--- config.mk ---
export PLATFORM = sky130hd
export DESIGN_NAME = radio_pin_ctrl
export DESIGN_NICKNAME = d
export VERILOG_FILES = /design/src/rtl/pinctl_pkg.sv /design/src/rtl/pinctl_regs.sv /design/src/rtl/pinctl_sync.sv /design/src/rtl/pinctl_route.sv /design/src/rtl/radio_pin_ctrl.sv
export SDC_FILE = /design/constraint.sdc
export NUM_CORES = 1
export LEC_CHECK = 0
export ABC_AREA = 1
export BUFFER_PORTS_ARGS = -buffer_cell sky130_fd_sc_hd__buf_4
export CAP_MARGIN = 20
export CORE_MARGIN = 2
export CORE_UTILIZATION = 58
export CTS_BUF_LIST = sky130_fd_sc_hd__clkbuf_16
export DETAILED_ROUTE_END_ITERATION = 8
export HOLD_SLACK_MARGIN = 0.1
export PLACE_DENSITY = 0.84
export SLEW_MARGIN = 20
export SYNTH_ARGS = -nofsm -noshare
export SYNTH_HDL_FRONTEND = slang
export SYNTH_SLANG_ARGS = --single-unit
--- constraint.sdc ---
create_clock -name clk -period 4.2 [get_ports clk]
set_input_delay 0.21 -clock clk [delete_from_list [all_inputs] [get_ports clk]]
set_output_delay 0.21 -clock clk [all_outputs]
set_load 0.01 [all_outputs]
--- src/rtl/pinctl_pkg.sv ---
package pinctl_pkg;

    localparam int PIN_N       = 32;
    localparam int BANK_W      = PIN_N / 2;
    localparam int WORD_W      = 32;
    localparam int ADDR_W      = 4;
    localparam int ATR_N       = 4;
    localparam int SYNC_STAGES = 2;

    // word addresses
    localparam int A_DATA  = 0;
    localparam int A_DIR   = 1;
    localparam int A_TXSEL = 2;
    localparam int A_RXSEL = 3;
    localparam int A_ATR0  = 4;

    typedef enum logic [1:0] {
        SRC_SW   = 2'd0,
        SRC_ATR  = 2'd1,
        SRC_DBG0 = 2'd2,
        SRC_DBG1 = 2'd3
    } pin_src_e;

    typedef enum logic [1:0] {
        ST_IDLE = 2'd0,
        ST_TX   = 2'd1,
        ST_RX   = 2'd2,
        ST_FULL = 2'd3
    } radio_state_e;

    typedef struct packed {
        logic [WORD_W-1:0] sw_data;
        logic [WORD_W-1:0] dir;
        logic [WORD_W-1:0] tx_sel;
        logic [WORD_W-1:0] rx_sel;
    } ctl_regs_t;

    function automatic radio_state_e state_of(input logic rx, input logic tx);
        return radio_state_e'({rx, tx});
    endfunction

endpackage

--- src/rtl/pinctl_regs.sv ---
module pinctl_regs
    import pinctl_pkg::*;
#(
    parameter int W     = WORD_W,
    parameter int AW    = ADDR_W,
    parameter int TBL_N = ATR_N
) (
    input  logic          clk,
    input  logic          rst,
    input  logic          we,
    input  logic [AW-1:0] addr,
    input  logic [W-1:0]  wdata,
    input  logic          tx_active,
    input  logic          rx_active,
    output ctl_regs_t     regs_q,
    output logic [W-1:0]  atr_q,
    output logic [W-1:0]  rd_word
);
    localparam int IDX_W = $clog2(TBL_N);

    logic [W-1:0]     tbl [TBL_N];
    radio_state_e     st;
    logic             atr_hit;
    logic [IDX_W-1:0] atr_wi;
    logic [IDX_W-1:0] st_idx;

    assign st      = state_of(rx_active, tx_active);
    assign st_idx  = IDX_W'(st);
    assign atr_hit = (int'(addr) >= A_ATR0) && (int'(addr) < A_ATR0 + TBL_N);
    assign atr_wi  = IDX_W'(int'(addr) - A_ATR0);

    always_ff @(posedge clk) begin
        if (rst) begin
            regs_q <= '0;
            atr_q  <= '0;
            for (int i = 0; i < TBL_N; i++) tbl[i] <= '0;
        end else begin
            if (we) begin
                case (int'(addr))
                    A_DATA:  regs_q.sw_data <= wdata;
                    A_DIR:   regs_q.dir     <= wdata;
                    A_TXSEL: regs_q.tx_sel  <= wdata;
                    A_RXSEL: regs_q.rx_sel  <= wdata;
                    default: ;
                endcase
            end
            for (int i = 0; i < TBL_N; i++) begin
                if (we && atr_hit && (atr_wi == IDX_W'(i))) tbl[i] <= wdata;
            end
            // forward a same-edge write to the word of the current state
            if (we && atr_hit && (atr_wi == st_idx)) atr_q <= wdata;
            else                                     atr_q <= tbl[st_idx];
        end
    end

    always_comb begin
        rd_word = '0;
        case (int'(addr))
            A_DIR:   rd_word = regs_q.dir;
            A_TXSEL: rd_word = regs_q.tx_sel;
            A_RXSEL: rd_word = regs_q.rx_sel;
            default: if (atr_hit) rd_word = tbl[atr_wi];
        endcase
    end

endmodule

--- src/rtl/pinctl_sync.sv ---
module pinctl_sync #(
    parameter int W      = 32,
    parameter int STAGES = 2
) (
    input  logic         clk,
    input  logic         rst,
    input  logic [W-1:0] d,
    output logic [W-1:0] q
);
    logic [W-1:0] stg [STAGES];

    always_ff @(posedge clk) begin
        if (rst) begin
            for (int i = 0; i < STAGES; i++) stg[i] <= '0;
        end else begin
            stg[0] <= d;
            for (int i = 1; i < STAGES; i++) stg[i] <= stg[i-1];
        end
    end

    assign q = stg[STAGES-1];

endmodule

--- src/rtl/pinctl_route.sv ---
module pinctl_route
    import pinctl_pkg::*;
#(
    parameter int N  = PIN_N,
    parameter int BW = BANK_W
) (
    input  logic [N-1:0]    sw_data,
    input  logic [N-1:0]    atr_word,
    input  logic [N-1:0]    dbg0,
    input  logic [N-1:0]    dbg1,
    input  logic [2*BW-1:0] tx_sel,
    input  logic [2*BW-1:0] rx_sel,
    output logic [N-1:0]    pin_out
);
    for (genvar p = 0; p < N; p++) begin : g_pin
        localparam int K = p % BW;
        pin_src_e src;
        if (p < BW) begin : g_rx
            assign src = pin_src_e'(rx_sel[2*K +: 2]);
        end else begin : g_tx
            assign src = pin_src_e'(tx_sel[2*K +: 2]);
        end
        always_comb begin
            case (src)
                SRC_SW:   pin_out[p] = sw_data[p];
                SRC_ATR:  pin_out[p] = atr_word[p];
                SRC_DBG0: pin_out[p] = dbg0[p];
                default:  pin_out[p] = dbg1[p];
            endcase
        end
    end

endmodule

--- src/rtl/radio_pin_ctrl.sv ---
module radio_pin_ctrl
    import pinctl_pkg::*;
(
    input  logic              clk,
    input  logic              rst,
    input  logic [ADDR_W-1:0] bus_addr,
    input  logic              bus_we,
    input  logic [WORD_W-1:0] bus_wdata,
    output logic [WORD_W-1:0] bus_rdata,
    input  logic              tx_active,
    input  logic              rx_active,
    input  logic [PIN_N-1:0]  dbg0_bus,
    input  logic [PIN_N-1:0]  dbg1_bus,
    input  logic [PIN_N-1:0]  pad_in,
    output logic [PIN_N-1:0]  pad_out,
    output logic [PIN_N-1:0]  pad_oe
);
    ctl_regs_t         regs;
    logic [WORD_W-1:0] atr_word;
    logic [WORD_W-1:0] rd_word;
    logic [PIN_N-1:0]  pin_sync;

    pinctl_regs #(.W(WORD_W), .AW(ADDR_W), .TBL_N(ATR_N)) u_regs (
        .clk       (clk),
        .rst       (rst),
        .we        (bus_we),
        .addr      (bus_addr),
        .wdata     (bus_wdata),
        .tx_active (tx_active),
        .rx_active (rx_active),
        .regs_q    (regs),
        .atr_q     (atr_word),
        .rd_word   (rd_word)
    );

    pinctl_sync #(.W(PIN_N), .STAGES(SYNC_STAGES)) u_sync (
        .clk (clk),
        .rst (rst),
        .d   (pad_in),
        .q   (pin_sync)
    );

    pinctl_route #(.N(PIN_N), .BW(BANK_W)) u_route (
        .sw_data  (regs.sw_data),
        .atr_word (atr_word),
        .dbg0     (dbg0_bus),
        .dbg1     (dbg1_bus),
        .tx_sel   (regs.tx_sel),
        .rx_sel   (regs.rx_sel),
        .pin_out  (pad_out)
    );

    assign pad_oe    = regs.dir;
    assign bus_rdata = (int'(bus_addr) == A_DATA) ? pin_sync : rd_word;

endmodule

Word-level counts from Yosys, hierarchy flattened
Memory sizes are Yosys's and may differ from the RTL's.
Cells that the tools add are included.
- reductions and logical operators: 46
- multiplexer cells: 57
- eq/ne operators: 71
- bitwise operators: 6
- add/subtract/negate cells: 1
- order comparisons: 2
- operator list (kind ; number):
    32-bit two-way mux ; 9
    1-bit one-hot mux with 3 select lines ; 32
    32-bit one-hot mux with 3 select lines ; 1
    2-bit equality test, second input constant ; 34
    2-bit by 1-bit equality test with 1-bit output, second input constant ; 33
    2-bit logical NOT ; 33
    1-bit two-way mux ; 15
    4-bit by 2-bit equality test with 1-bit output, second input constant ; 2
    4-bit logical NOT ; 2
    2-bit AND reduction ; 4
    1-bit logical AND ; 7
    1-bit bitwise OR ; 6
    4-bit by 1-bit equality test with 1-bit output, second input constant ; 1
    4-bit by 3-bit >= comparator with 1-bit output, second input constant ; 1
    4-bit less-than comparator, second input constant ; 1
    2-bit equality test ; 1
    2-bit by 1-bit subtractor with 2-bit output, second input constant ; 1
- output and inout bits: 96
- memory bits (writable): 192
- memories: 2
- input port bits: 137
- logic and storage cells: 190
- register bits after elaboration: 160
- memories (name ; depth ; bits a word ; read ports ; clocked after memory_dff ; wr ports ; line ; source):
    u_regs.tbl ; 4 ; 32 ; 2 ; 0 ; 4 ; pinctl_regs.sv:21 ; logic [W-1:0] tbl [TBL_N];
    u_sync.stg ; 2 ; 32 ; 2 ; 0 ; 2 ; pinctl_sync.sv:10 ; logic [W-1:0] stg [STAGES];

Logic depth before layout (Yosys ltp)
- depth in word-level cells: 8
- depth in mapped cells: 10
- gate-level depth less buffers: 7

Modules after synthesis
A second synthesis with hierarchy kept.
- cell total of the unflattened synthesis: 2441
- area, all modules: 17196.5 um2
- modules (own cells, without submodules) (module ; sequential area each (um2) ; area an instance (um2) ; instances ; cells an instance):
    pinctl_regs ; 7046.8 ; 13012.5 ; 1 ; 1686
    pinctl_sync ; 1281.2 ; 2080.7 ; 1 ; 231
    pinctl_route ; 0.0 ; 1641.6 ; 1 ; 416
    radio_pin_ctrl ; 0.0 ; 461.7 ; 1 ; 108

Worst setup path after synthesis
OpenSTA, ideal clock, no wires.
- path type: input-to-reg
- start point: in bus_addr[0]
- end point: mem u_regs.tbl[2][0] (enable)
- stages on the path: 4
- arrival time: 2.825 ns
- buffers on the path: 1
- path slack: 0.909 ns
- cells stage by stage: buf_4 > inv_2 > nand2_2 > o21ai_0
- RTL lines (what ; line ; source):
    start: declaration ; radio_pin_ctrl.sv:6 ; input logic [ADDR_W-1:0] bus_addr,
    end: declaration ; pinctl_regs.sv:21 ;

Worst setup path after layout
- start point: in bus_addr[1]
- end point: out bus_rdata[6]
- longest elaborated chain between the ends: 5
- ends and longest elaborated chain (what ; line ; source):
    2-bit by 1-bit subtractor with 2-bit output, or another cell as far along ; pinctl_regs.sv:30 ; assign atr_wi = IDX_W'(int'(addr) - A_ATR0);
    memory 4 x 32 bit or 1-bit logical AND (tied branches) ; -- ;
    32-bit two-way mux ; pinctl_regs.sv:62 ; default: if (atr_hit) rd_word = tbl[atr_wi];
    32-bit one-hot mux with 3 select lines ; pinctl_regs.sv:58 ; case (int'(addr))
    32-bit two-way mux (*) ; radio_pin_ctrl.sv:54 ; assign bus_rdata = (int'(bus_addr) == A_DATA) ? pin_sync : rd_word;
    end: declaration ; radio_pin_ctrl.sv:9 ; output logic [WORD_W-1:0] bus_rdata,
Mark *: on every way between the ends. The rest lies on a longest branch, timed or not.

==> results summary <==
Of the total power, the clock network draws 0.413. The worst setup path is launched from a primary input. For this block, the via count after detailed routing is roughly 17000. The measured slew at the worst slew-check pin came out at about 1.1 ns. After detailed routing, the average wire length per cell comes to roughly 20 um.

Yosys printed 0 warnings. The sequential element share of the synthesized area came out at 0.501. The total die area is approximately 30000 sq um. The worst setup slack before clock tree synthesis is roughly 1.2 ns. The proportion of register bits with asynchronous set or reset after synthesis came out at 0. The number of nets with antenna violations after routing came out at 0.

After layout, the worst setup slack is 1.11 ns. The post-layout net count came out at 2611. The internal reg-to-reg setup slack is 2.95 ns. The maximum achievable frequency came out at approximately 320 MHz.

The shortest period the worst path allows came out at between 3 and 4 ns. Setup violations remaining at the end of the flow were counted as 0. For this run, the number of standard cells in the final layout without fillers is approximately 2900. The clock tree root buffer cell is sky130_fd_sc_hd__clkbuf_16. The first global-routing pass estimated between 80000 and 90000 um of wire. The initial antenna violation count came out at 2. For this run the aggregate overflow at the end of global routing stands at 0. The total iterations of the first detailed-routing run came out at 6. In the routed layout, each cell is associated on average with a via count of just under 6.

The data arrival at the endpoint of the critical path is 2.88 ns. The cell count after synthesis came out at between 2000 and 2500. The floorplan has between 60 and 70 rows.

The maximum number of pins on one net before global-route repair came out at about 100. The worst setup path is of the primary input to primary output kind. The most common library cell in the layout ignoring fill and taps is sky130_fd_sc_hd__nor2_1. The number of ports placed on the die boundary came out at ~230. In the routed design, unresolved DRC markers number 0.

The hold buffer count at CTS is 66. The cell total after placement came out at 2745. The tool flagged a number of max-cap violations equal to 0. The largest vdd supply drop came out at between 0.0003 and 0.0004 V. The count of flip-flops with a built-in enable after synthesis is around 130. In this run the worst setup path begins at bus_addr[1].

The count of input and output buffers is 232. The area of the core region is 28000 sq um. The worst register-to-register path has a depth of 6. The final-report hold violation count came out at 0. For the worst setup path, the data required time is roughly 4 ns. TritonCTS built the clock tree. The clock passes through at most 3 buffers. The number of setup buffers added after CTS came out at 0. For this design the total switching power over the nets is between 1.5 and 2 mW. The cell area after synthesis came out at 16600 sq um. The height of the die is ~170 um.

The post-detailed-placement half-perimeter wirelength is approximately 37000 um. The internal portion of the total power is a little under 6 mW. The net count after synthesis came out at ~2400. After synthesis the netlist holds a flip-flop and latch count of ~350. The startpoint identified for the worst register-to-register timing path is u_regs.tbl[0][27]$_SDFFCE_PN0P_. The total cell area at the placement stage came out at roughly 18000 sq um. The clock edge transition at the registers on the reported setup and hold paths came out at approximately 0.06 ns. The width of the die came out at about 170 um. The power share of the sequential group came out at 0.478. The most used flip-flop cell after synthesis is sky130_fd_sc_hd__dfxtp_1. Setup repair after global routing left no endpoint under its margin. The sum of negative setup slack came out at 0 ns. The switching power as a share of total power came out at 0.252. The final max-slew violation count is 0. In the layout the commonest cells are sky130_fd_sc_hd__nor2_1, sky130_fd_sc_hd__nand2_1, sky130_fd_sc_hd__buf_4. The average cell area after synthesis came out at 7.32 sq um. Of all nets on the critical path, the largest fanout is 33.

In this run the critical register-to-register path is captured at u_regs.atr_q[27]$_SDFF_PP0_. The effective utilization at floorplan came out at 0.593. The total routing usage reported by global routing came out at 0.374. Following the worst setup path forward leads to its endpoint at bus_rdata[6]. At the end of routability-driven placement, the weighted congestion stood at between 0.9 and 1. The number of antenna diodes is 0. TritonCTS created 38 clock buffers.

The proportion of power drawn by combinational gates is 0.109. The flow ran to the end, and the final reports show no timing, DRC or antenna violations. The post-route cell area came out at 20100 sq um.

The clock network latency to the later pin of the worst-skew pair is 0.52 ns. The kind of path behind the tightest hold check is primary input to flop. The wire length after detailed routing came out at ~58000 um. The worst slew margin relative to its limit is 0.254. The H-tree was split into 2 levels.

Across the whole layout, storage elements account for 8330 sq um. The final critical-path share of the clock period is 0.737. The count of instances resized after the clock tree is built is 0.

The fraction of layout cells with a size suffix above 1 is 0.135. The clock net sink count is approximately 350. STA classifies the critical path endpoint as a primary output.

The count of different cell masters after synthesis came out at 23. After the first detailed-routing iteration, the DRC count stood at ~2600. Power spread over the standard cell area amounts to around 390 nW/um^2. The via count of the first global-routing pass came out at 16100. The static power due to leakage came out at between 8 and 9 nW. The worst clock skew is roughly 0.0089 ns. From synthesis to final layout, the design area changed by 21.1%. The multi-input combinational cells in the finished layout cover a total of between 6000 and 7000 sq um. The fill cell total of the finished layout is 2103.
==> flip-flops by register name (all words and copies together) (netlist names) <==
signal and count:
u_regs.atr_q 32, u_regs.regs_q 128, u_regs.tbl 128, u_sync.stg 64
==> synthesized netlist by cell type (2+ instances only) <==
cell type	number	area (sq um)
sky130_fd_sc_hd__nor2_1	517	1940
sky130_fd_sc_hd__nand2_1	491	1840
sky130_fd_sc_hd__dfxtp_1	224	4480
sky130_fd_sc_hd__inv_1	212	796
sky130_fd_sc_hd__nand3_1	195	976
sky130_fd_sc_hd__o21ai_0	138	691
sky130_fd_sc_hd__a21oi_1	134	671
sky130_fd_sc_hd__edfxtp_1	128	3840
sky130_fd_sc_hd__clkbuf_1	66	248
sky130_fd_sc_hd__buf_4	47	353
sky130_fd_sc_hd__buf_2	34	170
sky130_fd_sc_hd__o32ai_1	32	280
sky130_fd_sc_hd__o21ai_1	12	60.1
sky130_fd_sc_hd__buf_1	11	41.3
sky130_fd_sc_hd__buf_6	6	67.6
sky130_fd_sc_hd__nand2_2	6	37.5
sky130_fd_sc_hd__inv_2	5	18.8
sky130_fd_sc_hd__o211ai_1	4	30.0
sky130_fd_sc_hd__clkbuf_2	2	10.0
sky130_fd_sc_hd__nand4_1	2	12.5
==> worst min-delay path by stage <==
stage                                            from                      endpoint  slack [ns]  cells past startpoint
after floorplan                             pad_in[0]   u_sync.stg[0][0]$_SDFF_PP0_        0.32                      2
after global placement    u_sync.stg[0][1]$_SDFF_PP0_  u_sync.stg[0][33]$_SDFF_PP0_        0.39                      2
after detailed placement  u_sync.stg[0][8]$_SDFF_PP0_  u_sync.stg[0][40]$_SDFF_PP0_        0.39                      2
after CTS                                         rst   u_regs.atr_q[31]$_SDFF_PP0_        0.12                      4
after global routing                              rst   u_regs.atr_q[31]$_SDFF_PP0_        0.15                      4
final                                             rst   u_regs.atr_q[31]$_SDFF_PP0_        0.15                      4
==> per-layer routing <==
layer	share of wire	global-route usage	wire length (um)
met1	0.36	0.487	20900
met4	0.050	0.181	2870
met5	0.00017	0	10
met3	0.14	0.0866	8040
met2	0.45	0.590	25700
==> critical path, cell delays in order <==
cell	delay (ns)
sky130_fd_sc_hd__buf_4	0.25
sky130_fd_sc_hd__inv_2	0.60
sky130_fd_sc_hd__nand2_2	0.25
sky130_fd_sc_hd__nor2_4	0.84
sky130_fd_sc_hd__buf_4	0.38
sky130_fd_sc_hd__nand2_1	0.10
sky130_fd_sc_hd__nand3_1	0.10
sky130_fd_sc_hd__buf_4	0.13
==> cell type report <==
type / instances / area share
Inverter: 218 / 0.0408
Clock buffer: 40 / 0.0498
Sequential cell: 352 / 0.414
Clock inverter: 25 / 0.00933
Multi-Input combinational cell: 1533 / 0.329
Tap cell: 378 / 0.0235
Timing Repair Buffer: 331 / 0.134
==> cells by family after synthesis <==
kind of cell | synth area share
flops | 0.501
buf+inv | 0.103
compound gates | 0.104
simple gates | 0.291
==> through the flow <==
stage               total power [mW]  hold slack [ns]  utilization
floorplan                       4.23            0.317            -
global placement                4.57            0.390        0.650
detailed placement              4.60            0.392        0.651
CTS                             7.83            0.121        0.717
global route                    8.07            0.150        0.718
finish                          7.87            0.154        0.718
==> power groups by stage <==
| stage | clock (mW) | sequential, mW | combinational (mW) |
|---|---|---|---|
| 4_1_cts | 3.25 | 3.75 | 0.828 |
| 2_1_floorplan | 0 | 3.80 | 0.426 |
| 3_5_place_dp | 0 | 3.83 | 0.772 |
| 3_3_place_gp | 0 | 3.82 | 0.755 |
| 6_report | 3.25 | 3.76 | 0.857 |
| 5_1_grt | 3.38 | 3.77 | 0.917 |
(Power assumes the default switching activity.)
